--- config.mk ---
export PLATFORM = sky130hd
export DESIGN_NAME = ddr2_init_seq
export DESIGN_NICKNAME = d
export VERILOG_FILES = /design/src/rtl/ddr2_init_pkg.sv /design/src/rtl/ddr2_init_timer.sv /design/src/rtl/ddr2_init_cmdgen.sv /design/src/rtl/ddr2_init_seq.sv
export SDC_FILE = /design/constraint.sdc
export NUM_CORES = 1
export LEC_CHECK = 0
export CAP_MARGIN = 10
export CELL_PAD_IN_SITES_DETAIL_PLACEMENT = 0
export CELL_PAD_IN_SITES_GLOBAL_PLACEMENT = 1
export CORE_MARGIN = 3
export CORE_UTILIZATION = 36
export CTS_CLUSTER_SIZE = 25
export DETAILED_ROUTE_END_ITERATION = 10
export PLACE_DENSITY = 0.85
export RECOVER_POWER = 100
export SYNTH_ARGS = -nofsm -noshare
export SYNTH_HDL_FRONTEND = slang
export SYNTH_SLANG_ARGS = --single-unit
--- constraint.sdc ---
create_clock -name clk -period 2.2 [get_ports clk]
set_input_delay 0.44 -clock clk [delete_from_list [all_inputs] [get_ports clk]]
set_output_delay 0.44 -clock clk [all_outputs]
set_load 0.005 [all_outputs]
--- src/rtl/ddr2_init_pkg.sv ---
// Shared types for the DDR2 power-up sequencer.
// Assumes the step list below is in issue order; the successor of a step
// is the next enum value.
package ddr2_init_pkg;

    // Command pin code {cs_n, ras_n, cas_n, we_n}
    typedef enum logic [3:0] {
        CMD_MRS = 4'b0000,
        CMD_REF = 4'b0001,
        CMD_PRE = 4'b0010,
        CMD_ACT = 4'b0011,
        CMD_WR  = 4'b0100,
        CMD_RD  = 4'b0101,
        CMD_NOP = 4'b0111
    } cmd_e;

    typedef enum logic [4:0] {
        ST_IDLE, ST_PWR,  ST_CKE,  ST_PRE1, ST_EMR2, ST_EMR3, ST_EDLL,
        ST_MRST, ST_PRE2, ST_REF1, ST_REF2, ST_MR,   ST_OCDD, ST_OCDX,
        ST_ACT,  ST_WR1,  ST_RD1,  ST_WR2,  ST_RD2,  ST_DONE, ST_ERR
    } step_e;

    typedef enum logic [1:0] {
        PH_ISSUE,
        PH_WAIT,
        PH_CAL
    } phase_e;

    function automatic step_e step_after(step_e s);
        return step_e'(s + 5'd1);
    endfunction

endpackage

--- src/rtl/ddr2_init_timer.sv ---
// Down-counter shared by every timed step.
// Assumes a load value of at least 1; "last" marks the final counted cycle.
module ddr2_init_timer #(
    parameter int unsigned W = 16
) (
    input  logic         clk,
    input  logic         rst_n,
    input  logic         load,
    input  logic [W-1:0] load_val,
    output logic         last
);

    logic [W-1:0] cnt;

    // Load on request, otherwise count down to zero and hold.
    always_ff @(posedge clk) begin
        if (!rst_n)
            cnt <= '0;
        else if (load)
            cnt <= load_val;
        else if (cnt != '0)
            cnt <= cnt - 1'b1;
    end

    assign last = (cnt == W'(1));

endmodule

--- src/rtl/ddr2_init_cmdgen.sv ---
// Per-step decode: the command, bank, address, clock enable and spacing
// of each step. Purely combinational; assumes all spacings are at least 2,
// except the single-cycle idle step.
module ddr2_init_cmdgen
    import ddr2_init_pkg::*;
#(
    parameter int unsigned BA_W      = 3,
    parameter int unsigned ADDR_W    = 14,
    parameter int unsigned CNT_W     = 16,
    parameter int unsigned PWRUP_CYC = 10000,
    parameter int unsigned CKE_LEAD  = 20,
    parameter int unsigned T_RP      = 4,
    parameter int unsigned T_MRD     = 2,
    parameter int unsigned T_RFC     = 26,
    parameter int unsigned T_RCD     = 4,
    parameter int unsigned T_CAL     = 6,
    parameter int unsigned DLL_LOCK  = 200,
    parameter logic [ADDR_W-1:0] MR_BASE  = 14'h0643,
    parameter logic [ADDR_W-1:0] EMR_BASE = 14'h0000,
    parameter logic [ADDR_W-1:0] CAL_ROW  = 14'h0000,
    parameter logic [ADDR_W-1:0] CAL_COL1 = 14'h0000,
    parameter logic [ADDR_W-1:0] CAL_COL2 = 14'h0008
) (
    input  step_e              step,
    output cmd_e               cmd,
    output logic [BA_W-1:0]    ba,
    output logic [ADDR_W-1:0]  addr,
    output logic               cke,
    output logic [CNT_W-1:0]   gap,
    output logic               is_read
);

    localparam logic [ADDR_W-1:0] PRE_ALL = ADDR_W'(1) << 10;
    localparam logic [ADDR_W-1:0] DLL_RST = ADDR_W'(1) << 8;
    localparam logic [ADDR_W-1:0] OCD_DEF = ADDR_W'(7) << 7;

    // Table of step attributes.
    always_comb begin
        cmd     = CMD_NOP;
        ba      = '0;
        addr    = '0;
        cke     = 1'b1;
        gap     = CNT_W'(1);
        is_read = 1'b0;
        unique case (step)
            ST_IDLE: cke = 1'b0;
            ST_PWR:  begin cke = 1'b0; gap = CNT_W'(PWRUP_CYC); end
            ST_CKE:  gap = CNT_W'(CKE_LEAD);
            ST_PRE1, ST_PRE2: begin
                cmd = CMD_PRE; addr = PRE_ALL; gap = CNT_W'(T_RP);
            end
            ST_EMR2: begin cmd = CMD_MRS; ba = BA_W'(2); addr = EMR_BASE; gap = CNT_W'(T_MRD); end
            ST_EMR3: begin cmd = CMD_MRS; ba = BA_W'(3); addr = EMR_BASE; gap = CNT_W'(T_MRD); end
            ST_EDLL: begin cmd = CMD_MRS; ba = BA_W'(1); addr = EMR_BASE; gap = CNT_W'(T_MRD); end
            ST_MRST: begin cmd = CMD_MRS; addr = MR_BASE | DLL_RST; gap = CNT_W'(T_MRD); end
            ST_REF1, ST_REF2: begin cmd = CMD_REF; gap = CNT_W'(T_RFC); end
            ST_MR:   begin cmd = CMD_MRS; addr = MR_BASE; gap = CNT_W'(T_MRD); end
            ST_OCDD: begin cmd = CMD_MRS; ba = BA_W'(1); addr = EMR_BASE | OCD_DEF; gap = CNT_W'(T_MRD); end
            ST_OCDX: begin cmd = CMD_MRS; ba = BA_W'(1); addr = EMR_BASE; gap = CNT_W'(DLL_LOCK); end
            ST_ACT:  begin cmd = CMD_ACT; addr = CAL_ROW; gap = CNT_W'(T_RCD); end
            ST_WR1:  begin cmd = CMD_WR; addr = CAL_COL1; gap = CNT_W'(T_CAL); end
            ST_RD1:  begin cmd = CMD_RD; addr = CAL_COL1; is_read = 1'b1; end
            ST_WR2:  begin cmd = CMD_WR; addr = CAL_COL2; gap = CNT_W'(T_CAL); end
            ST_RD2:  begin cmd = CMD_RD; addr = CAL_COL2; is_read = 1'b1; end
            default: ;
        endcase
    end

endmodule

--- src/rtl/ddr2_init_seq.sv ---
// DDR2 power-up, mode setup and calibration sequencer.
// Each step issues its command for one cycle, then waits out its spacing
// with NOP on the bus; calibration reads instead wait for an acknowledge
// with a timeout. Assumes DLL_LOCK >= T_MRD, all spacings >= 2 and
// CAL_TIMEOUT >= 1.
module ddr2_init_seq
    import ddr2_init_pkg::*;
#(
    parameter int unsigned BA_W        = 3,
    parameter int unsigned ADDR_W      = 14,
    parameter int unsigned PWRUP_CYC   = 10000,
    parameter int unsigned CKE_LEAD    = 20,
    parameter int unsigned T_RP        = 4,
    parameter int unsigned T_MRD       = 2,
    parameter int unsigned T_RFC       = 26,
    parameter int unsigned T_RCD       = 4,
    parameter int unsigned T_CAL       = 6,
    parameter int unsigned DLL_LOCK    = 200,
    parameter int unsigned CAL_TIMEOUT = 64,
    parameter logic [ADDR_W-1:0] MR_BASE  = 14'h0643,
    parameter logic [ADDR_W-1:0] EMR_BASE = 14'h0000,
    parameter logic [ADDR_W-1:0] CAL_ROW  = 14'h0000,
    parameter logic [ADDR_W-1:0] CAL_COL1 = 14'h0000,
    parameter logic [ADDR_W-1:0] CAL_COL2 = 14'h0008
) (
    input  logic              clk,
    input  logic              rst_n,
    input  logic              cal_done_i,
    output logic              cke_o,
    output logic              cs_n_o,
    output logic              ras_n_o,
    output logic              cas_n_o,
    output logic              we_n_o,
    output logic [BA_W-1:0]   ba_o,
    output logic [ADDR_W-1:0] addr_o,
    output logic              cal_req_o,
    output logic              init_done_o,
    output logic              err_o
);

    localparam int unsigned SPAN  = PWRUP_CYC + CKE_LEAD + T_RP + T_MRD + T_RFC
                                  + T_RCD + T_CAL + DLL_LOCK + CAL_TIMEOUT;
    localparam int unsigned CNT_W = $clog2(SPAN + 1);

    step_e              step;
    phase_e             phase;
    cmd_e               step_cmd;
    logic [BA_W-1:0]    step_ba;
    logic [ADDR_W-1:0]  step_addr;
    logic               step_cke;
    logic [CNT_W-1:0]   step_gap;
    logic               step_rd;
    logic               t_load;
    logic [CNT_W-1:0]   t_val;
    logic               t_last;
    logic               issuing;
    logic               final_step;

    ddr2_init_cmdgen #(
        .BA_W(BA_W), .ADDR_W(ADDR_W), .CNT_W(CNT_W),
        .PWRUP_CYC(PWRUP_CYC), .CKE_LEAD(CKE_LEAD), .T_RP(T_RP),
        .T_MRD(T_MRD), .T_RFC(T_RFC), .T_RCD(T_RCD), .T_CAL(T_CAL),
        .DLL_LOCK(DLL_LOCK), .MR_BASE(MR_BASE), .EMR_BASE(EMR_BASE),
        .CAL_ROW(CAL_ROW), .CAL_COL1(CAL_COL1), .CAL_COL2(CAL_COL2)
    ) u_cmdgen (
        .step(step), .cmd(step_cmd), .ba(step_ba), .addr(step_addr),
        .cke(step_cke), .gap(step_gap), .is_read(step_rd)
    );

    ddr2_init_timer #(.W(CNT_W)) u_timer (
        .clk(clk), .rst_n(rst_n), .load(t_load), .load_val(t_val), .last(t_last)
    );

    assign issuing    = (phase == PH_ISSUE);
    assign final_step = (step == ST_DONE) || (step == ST_ERR);

    // Arm the timer in each issue cycle: spacing minus one, or the timeout.
    assign t_load = issuing;
    assign t_val  = step_rd ? CNT_W'(CAL_TIMEOUT) : step_gap - 1'b1;

    // Step and phase sequencing.
    always_ff @(posedge clk) begin
        if (!rst_n) begin
            step  <= ST_IDLE;
            phase <= PH_ISSUE;
        end else begin
            unique case (phase)
                PH_ISSUE: begin
                    if (final_step)
                        phase <= PH_ISSUE;
                    else if (step_rd)
                        phase <= PH_CAL;
                    else if (step_gap == CNT_W'(1))
                        step <= step_after(step);
                    else
                        phase <= PH_WAIT;
                end
                PH_WAIT: begin
                    if (t_last) begin
                        step  <= step_after(step);
                        phase <= PH_ISSUE;
                    end
                end
                PH_CAL: begin
                    if (cal_done_i) begin
                        step  <= step_after(step);
                        phase <= PH_ISSUE;
                    end else if (t_last) begin
                        step  <= ST_ERR;
                        phase <= PH_ISSUE;
                    end
                end
                default: phase <= PH_ISSUE;
            endcase
        end
    end

    // Pin decode: the step's command only in its issue cycle, else NOP.
    always_comb begin
        {cs_n_o, ras_n_o, cas_n_o, we_n_o} = issuing ? step_cmd : CMD_NOP;
        ba_o   = issuing ? step_ba   : '0;
        addr_o = issuing ? step_addr : '0;
    end

    assign cke_o       = step_cke;
    assign cal_req_o   = (phase == PH_CAL);
    assign init_done_o = (step == ST_DONE);
    assign err_o       = (step == ST_ERR);

endmodule

---- After elaboration in Yosys (flattened, before gate mapping) ----
Cells that the tools add are included.
operators by class
  reduce and logical (&&, ||, !) cells .... 17
  mux-type cells .......................... 25
  eq/ne operators ......................... 30
  $add $sub $neg .......................... 3
operator list
  operator                                             count
  case mux 14 bit (7 select lines)                     1
  two-way mux 14 bit                                   4
  case mux 11 bit (5 select lines)                     1
  == test 5 x 4 -> 1 bit (second input constant)       8
  two-way mux 5 bit                                    6
  == test 14 x 1 -> 1 bit (second input constant)      2
  subtractor 14 x 1 -> 14 bit (second input constant)  2
  == test 5 bit (second input constant)                5
  == test 5 x 3 -> 1 bit (second input constant)       4
  case mux 3 bit (6 select lines)                      1
  case mux 5 bit (3 select lines)                      1
  nonzero test 14 bit                                  1
  case mux 2 bit (3 select lines)                      2
  OR reduction 2 bit                                   6
  == test 5 x 2 -> 1 bit (second input constant)       2
  two-way mux 2 bit                                    5
  OR reduction 7 bit                                   1
  inequality test 2 bit (second input constant)        3
  AND reduction 6 bit                                  1
  OR reduction 3 bit                                   2
  OR reduction 6 bit                                   1
  adder 5 x 1 -> 5 bit (second input constant)         1
  == test 5 x 1 -> 1 bit (second input constant)       1
  logical NOT 5 bit                                    1
  12 further kinds                                     13
word-level totals
  input bits .............................. 3
  output and inout bits ................... 25
  bits in registers ....................... 21
  logic and storage cells ................. 78

---- Depth between registers and ports, before layout ----
Gate-level depths: netlist of run 1.
  depth after elaboration ................. 8
  gate-level depth with buffers ........... 9
  depth with buffers taken out ............ 8

---- Modules after synthesis ----
From an unflattened synthesis of run 1, not the netlist that was laid out.
second synthesis, totals
  cell total of the unflattened synthesis .. 303
  area, all modules ....................... 2177.1 µm²
modules (own cells, without submodules)
  module            sequential area each (µm²)  area an instance (µm²)  instances  cells an instance
  ddr2_init_seq     140.1                       919.6                   1          132
  ddr2_init_timer   280.3                       773.2                   1          93
  ddr2_init_cmdgen  0.0                         484.2                   1          78

---- Least setup slack after synthesis of run 1 ----
No wires, ideal clock.
  path kind ............................... register to output
  start ................................... register step[0]
  end ..................................... output port ras_n_o
  arrival time ............................ 1.717 ns
  path slack .............................. 0.043 ns
  required time ........................... 1.760 ns
  buffers on the path ..................... 1
  stages on the path, launching flop included .. 9
  cells stage by stage .................... dfxtp_1 inv_1 ha_1 clkbuf_2 nor2_2 o21bai_1 a211o_1 o21a_1 nand3_1
on the way
  cells in the longest elaborated chain, start to end .. 4
  elaborated cells between the ends (all ways) .. 23
  those cells by class .................... eq/ne (16); mux (2); reduce/logical (5)
ends and longest elaborated chain
  element                                                     RTL line                source
  start, declared                                             ddr2_init_seq.sv:45     step_e step;
  start signal, assigned                                      ddr2_init_seq.sv:94     step <= step_after(step);
  start signal, assigned                                      ddr2_init_seq.sv:100    step <= step_after(step);
  start signal, assigned                                      ddr2_init_seq.sv:106    step <= step_after(step);
  == test 5 x 3 -> 1 bit, or another cell as far along        ddr2_init_cmdgen.sv:45  unique case (step)
  OR reduction 7 bit (no line), or another cell as far along  --
  case mux 3 bit (6 select lines) *                           ddr2_init_cmdgen.sv:45
  two-way mux 4 bit *                                         ddr2_init_seq.sv:120    {cs_n_o, ras_n_o, cas_n_o, we_n_o} = issuing ? step_cmd : CMD_NOP;
  end, declared                                               ddr2_init_seq.sv:31     output logic ras_n_o,
Mark *: on every way between the ends. The rest lies on a longest branch, timed or not.

---- Worst setup path after layout of run 1 ----
Same ends and word-level chain as after synthesis.

==> metrics.txt, run 1 <==
clk sinks=21; FMAX=between 400 and 500 MHz; number of global-route vias before repair=~1900; ratio of cells with drive above 1 in the final layout=38.00%; std cell rows=25; failing checks=setup timing; Switch Pwr=between 0.001 and 0.0015 W; CTS Hold Bufs=0; dpl ws=-0.2834 ns; Power Density=around 1100 mW/mm^2; CTS root buffer=clkbuf_8; Non-Filler Instances=approximately 370; fin crit period=approximately 2.3 ns; max_cap viols=0; register clock-pin slew on the reported worst setup and hold paths=about 0.080 ns; total number of vias=just under 2000; crit path DAT=about 1.9 ns; total CTS buffers=3; Placed Cells=352; Worst path slowest cell=dfxtp_4; Post-synth EDFFs=0; Initial Util=roughly 38%; period utilization=105.3%; Chip Width=77.07 um; RSZ-0062 raised after global routing=true; crit path buf inv count=3; pin count of the biggest net entering global routing=14; Worst path max stage delay=roughly 0.40 ns; critical path data required time=approximately 1.8 ns; hold depth=2; mean routed wirelength per cell=15.37 um; most frequent CP cell=o21a_1; initial antenna violation count=0; first-pass GRT wire length=8700 um; worst reg2reg startpoint=step[0]; area post-placement=between 0.002 and 0.0025 mm^2; Via density=roughly 5.4; ANT nets after route=0; commonest non-fill, non-tap cell in the layout=buf_4; Critical R2R Capture=u_timer.cnt[2]; Int Pwr=0.001608 W; Clk network pwr share=a little under a tenth; VDD IR-drop max=about 0.40 mV; die area=~0.006 mm^2; cell area after layout=between 0.002 and 0.003 mm^2; GRT Util Overall=between 15 and 20%; # diodes=0; endpoints failing setup=3; global route overflow=0; Net Sw Frac=roughly 44%; most frequent cells in the layout=buf_4, nand2_1, nor2_1; R2R cell count=10; Worst-Skew Late Latency=0.27 ns; crit-path max FO=8; outcome=finished with violations; Logic pwr share=between 60% and 70%; Detail Placement HPWL=approximately 3800 um; Mapped Avg Cell Area=roughly 7.7 um^2; Static Leak=about 1.2 nW; critical-path cell list=inv_4 > ha_4 > buf_4 > o21a_1 > nor2_1 > o21a_1 > nand3_2 > clkbuf_2; Iter 0 DRT Violations=between 150 and 200; # nets final=310; Worst Skew=between 0.005 and 0.006 ns; Buffers on Ports=19; final worst setup slack=-0.1163 ns; reg-to-reg setup timing slack=around 0.040 ns; Synth-to-Final Area Change=47.07%; Syn. warnings=0; cell area after synthesis=~0.0018 mm^2; ys async rst share=0%; sequential power share=22.3%; Sum Neg Setup Slack=-0.3331 ns; Hold Crit Start=phase[1]; CTS tree=built; Core Box Area=0.004817 mm^2; Max Slew Vio Count=0; HP Class=reg -> reg; Yosys reg bits=21; drt total wl=about 5600 um; Die Y-Extent=roughly 77 um; H-Tree Depth=1; post-synthesis sequential area ratio=between 20% and 30%; critical path class=reg -> out; CP endpoint kind=output port; DRC=0; Yosys cell types=64; I/O Pins=28; CTS Buffer Depth=2; crit-path leading delay family=compound AO/OA/AOI/OAI gates; GPL Wtd Cong=0.8520; DR pass1 iterations=5; cell count after synthesis=approximately 240; ys flop type=dfxtp_1; Hold Fails Final Rpt=0; Hold Path Sink=phase[0]; crit start category=flip-flop
-- timing repair --
action                     4_1_cts  5_1_grt
hold endpoints to repair         0        0
buffers inserted                 6        5
setup endpoints to repair       19       18
gates resized for setup         50       37
pin swaps                        5       15
cloned                           0        0
-- final cells by class --
type                            instances  area (um^2)
Sequential cell                        21        436.7
Inverter                                8        35.03
Clock buffer                            3        41.29
Multi-Input combinational cell        185         1403
Fill cell                             451         2143
Tap cell                               67        83.83
Clock inverter                          1        5.005
Timing Repair Buffer                   82        669.4
-- synthesized netlist by cell type (all sizes together) (4+ instances only) --
master	instances	area share, %
buf	20	8.7
nor3	10	2.8
inv	8	1.7
nand3	7	1.9
nor3b	5	2.3
o21ai	11	3.0
or2	4	1.4
nand2	24	5.0
dfxtp	21	23
nor4	6	2.9
clkbuf	8	1.7
nor2	22	5.0
a21oi	12	3.3
xor2	7	3.4
ha	6	4.1
a2111oi	4	2.3
nor2b	5	1.7
xnor2	5	2.4
nand4	5	2.1
-- how the worst max path moves through the flow --
stage / endpoint / start / depth (start not counted)
2_1_floorplan: ras_n_o / step[0] / 8
3_3_place_gp: ras_n_o / step[1] / 8
3_5_place_dp: ras_n_o / step[1] / 8
4_1_cts: addr_o[1] / step[1] / 6
5_1_grt: ras_n_o / step[0] / 8
6_report: ras_n_o / step[0] / 8
-- sequential cells by signal, indices dropped and copies added (netlist names) --
name / cells
u_timer.cnt: 14
phase: 2
step: 5
-- worst register-to-register path, cell delays in order, from the launching register on --
cell and delay, ns:
dfxtp_4 0.38, buf_6 0.12, ha_4 0.17, buf_4 0.16, a2111oi_1 0.37, buf_4 0.20
o41ai_4 0.09, buf_4 0.16, xor2_1 0.14, a22oi_1 0.19, nor2_1 0.06
-- power groups by stage --
stage | Sequential, W | Combinational (W) | Clock (W)
after floorplan | 0.000605 | 0.00115 | 0
final | 0.000645 | 0.00199 | 0.000262
after CTS | 0.000623 | 0.00176 | 0.000266
after global placement | 0.000618 | 0.00168 | 0
after global routing | 0.000663 | 0.00219 | 0.000286
after detailed placement | 0.000623 | 0.00169 | 0
-- stage by stage --
stage	total power, W	hold slack, ns	util (%)
after global placement	0.002293	0.5393	48.16
final	0.002894	0.5652	55.51
after detailed placement	0.002311	0.5447	48.16
after global routing	0.003137	0.5927	55.51
after floorplan	0.001754	0.4877	-
after CTS	0.002653	0.5668	51.64
-- per-layer routing --
metal | global-route usage (%) | share of wire, % | vias up | routed length, um
li1 | - | - | 972 | -
met1 | 21.24 | 43 | 926 | 2400
met2 | 31.10 | 51 | 60 | 2857
met3 | 2.700 | 4.3 | 11 | 242
met4 | 8.007 | 2.5 | 0 | 139
met5 | 0 | 0 | - | 0
-- kinds of logic after synthesis --
family | count (synthesis) | share of synthesized area (%)
fa+ha+maj | 6 | 4.129
xor+xnor | 12 | 5.781
compound gates | 59 | 24.16
mux | 3 | 1.721
flops | 21 | 23.12
other cells | 1 | 0.2063
buf+inv | 36 | 12.04
simple gates | 97 | 28.84
Power figures use the tool's default switching activity.
==> run 2, diff against run 1 <==
- RECOVER_POWER: 100 -> 25
- REMOVE_ABC_BUFFERS: default -> 1
==> metrics.txt, run 2 (same netlist as run 1, synthesis figures left out) <==
fin crit period=between 2 and 2.5 ns; first-pass GRT wire length=roughly 8400 um; std cell rows=25; Pwr Total=around 0.0028 W; Worst Skew=between 0.005 and 0.006 ns; R2R cell count=11; GPL Wtd Cong=0.9370; ratio of cells with drive above 1 in the final layout=~36%; GRT Util Overall=between 10% and 20%; Top Registers=u_timer.cnt x14, step x5, phase x2; Core Box Area=0.004817 mm^2; commonest non-fill, non-tap cell in the layout=buf_4; Hold Fails Final Rpt=0; period utilization=between 90% and 100%; Via density=5.309; CTS Hold Bufs=0; crit-path max FO=4; reg-to-reg setup timing slack=0.08 ns; # diodes=0; CTS root buffer=clkbuf_8; clk sinks=21; Synth-to-Final Area Change=44.12%; Critical R2R Capture=step[4]; H-Tree Depth=1; Buffers on Ports=19; Max Slew Vio Count=0; Iter 0 DRT Violations=around 140; Initial Util=37.74%; pin count of the biggest net entering global routing=13; drt total wl=about 5200 um; max_cap viols=0; max reg flops=14; worst reg2reg startpoint=step[1]; Storage cell area=about 430 um^2; Static Leak=1.214 nW; critical path class=reg -> out; crit start category=flip-flop; critical path data required time=between 1.5 and 2 ns; Power Density=~1100 mW/mm^2; Detail Placement HPWL=between 3000 and 4000 um; Filler Cell Count=approximately 430; CTS Buffer Depth=2; Worst path slowest cell=dfxtp_2; Die Y-Extent=77.07 um; VDD IR-drop max=0.6220 mV; number of global-route vias before repair=1872; crit path DAT=1.73 ns; # nets final=just over 300; mean routed wirelength per cell=between 10 and 15 um; RSZ-0062 raised after global routing=true; Worst-Skew Late Latency=~0.26 ns; Worst path max stage delay=between 0.3 and 0.4 ns; Chip Width=~77 um; Multi-input gate area=~0.0014 mm^2; CP endpoint kind=output port; Crit. Startpoint=step[1]; Top reg by flops=u_timer.cnt; initial antenna violation count=0; final worst setup slack=around 0.027 ns; I/O Pins=28; dpl ws=-0.1992 ns; worst rel slew slack=about two thirds; endpoints failing setup=0; total number of vias=between 1500 and 2000; Worst-Margin Slew=about 0.5 ns; crit path to=ras_n_o; ANT nets after route=0; FMAX=around 460 MHz; HP Class=reg -> reg; critical-path cell list=inv_2 > ha_4 > nand4bb_1 > o31ai_1 > a211o_1 > o21a_1 > nand3_2 > clkbuf_2; DR pass1 iterations=4; DRC=0; die area=just under 0.006 mm^2; global route overflow=0; most frequent cells in the layout=buf_4, nand2_1, nor2_1, dfxtp_1, a21oi_1; CTS tree=built; outcome=complete, no violations; total CTS buffers=3; register clock-pin slew on the reported worst setup and hold paths=approximately 0.080 ns
## run 2: cell types whose count changed in the layout (fill, tap and decap cells not counted), sizes merged
cell	change
buf	-5
clkdlybuf4s15	-1
clkdlybuf4s50	+1
dlygate4sd2	-2
dlymetal6s2s	+3
## run 2: repair_timing
item | 4_1_cts | 5_1_grt
pin swaps | 2 | 13
setup endpoints to repair | 19 | 20
gates cloned | 0 | 0
gates resized for setup | 35 | 37
setup buffers | 1 | 8
## run 2: critical path, delay by kind of cell (launching register included)
| family | cells | cell delay [ns] |
|---|---|---|
| AND/OR/NAND/NOR | 2 | 0.19 |
| adder cells (fa/ha/maj) | 1 | 0.17 |
| buffers and inverters | 2 | 0.17 |
| flip-flops | 1 | 0.35 |
| AO/OA/AOI/OAI | 3 | 0.59 |
## run 2: power breakdown
part	internal [W]	switching, W	total (W)	leakage [nW]
combinational	0.000960	0.000972	0.00193	1.01
sequential	0.000495	0.000136	0.000631	0.175
clock	0.000126	0.000134	0.000260	0.0255
## run 2: how the worst min path moves through the flow
| stage | startpoint | to | slack [ns] | cells past startpoint |
|---|---|---|---|---|
| 6_report | u_timer.cnt[11] | u_timer.cnt[11] | 0.57 | 2 |
| 5_1_grt | u_timer.cnt[11] | u_timer.cnt[11] | 0.59 | 2 |
| 4_1_cts | phase[0] | phase[0] | 0.56 | 2 |
| 3_5_place_dp | phase[0] | phase[0] | 0.55 | 2 |
| 3_3_place_gp | phase[1] | phase[0] | 0.54 | 2 |
| 2_1_floorplan | phase[1] | phase[0] | 0.49 | 1 |
## run 2: layout make-up
class                           count  share of cell area, %
Inverter                            8                  1.242
Sequential cell                    21                  16.57
Timing Repair Buffer               78                  25.26
Clock inverter                      1                 0.1910
Multi-Input combinational cell    185                  51.96
Clock buffer                        3                  1.576
Tap cell                           67                  3.200
## run 2: stage by stage
| stage | instances | util [%] | hold slack (ns) | TNS [ns] | cell area [um^2] |
|---|---|---|---|---|---|
| after global routing | 363 | 54.39 | 0.5948 | -0.3268 | 2620 |
| after global placement | 351 | 48.00 | 0.5370 | -0.5286 | 2312 |
| after detailed placement | 351 | 48.00 | 0.5505 | -0.7555 | 2312 |
| final | 363 | 54.39 | 0.5703 | 0 | 2620 |
| after floorplan | 214 | - | 0.4875 | 0 | 1655 |
| after CTS | 356 | 50.52 | 0.5624 | -1.085 | 2434 |
## run 2: layer usage
| layer | global-route usage, % | share of wire (%) |
|---|---|---|
| met5 | 0 | 0 |
| met4 | 4.982 | 1.9 |
| met3 | 2.465 | 3.4 |
| met2 | 29.70 | 50 |
| met1 | 21.07 | 45 |
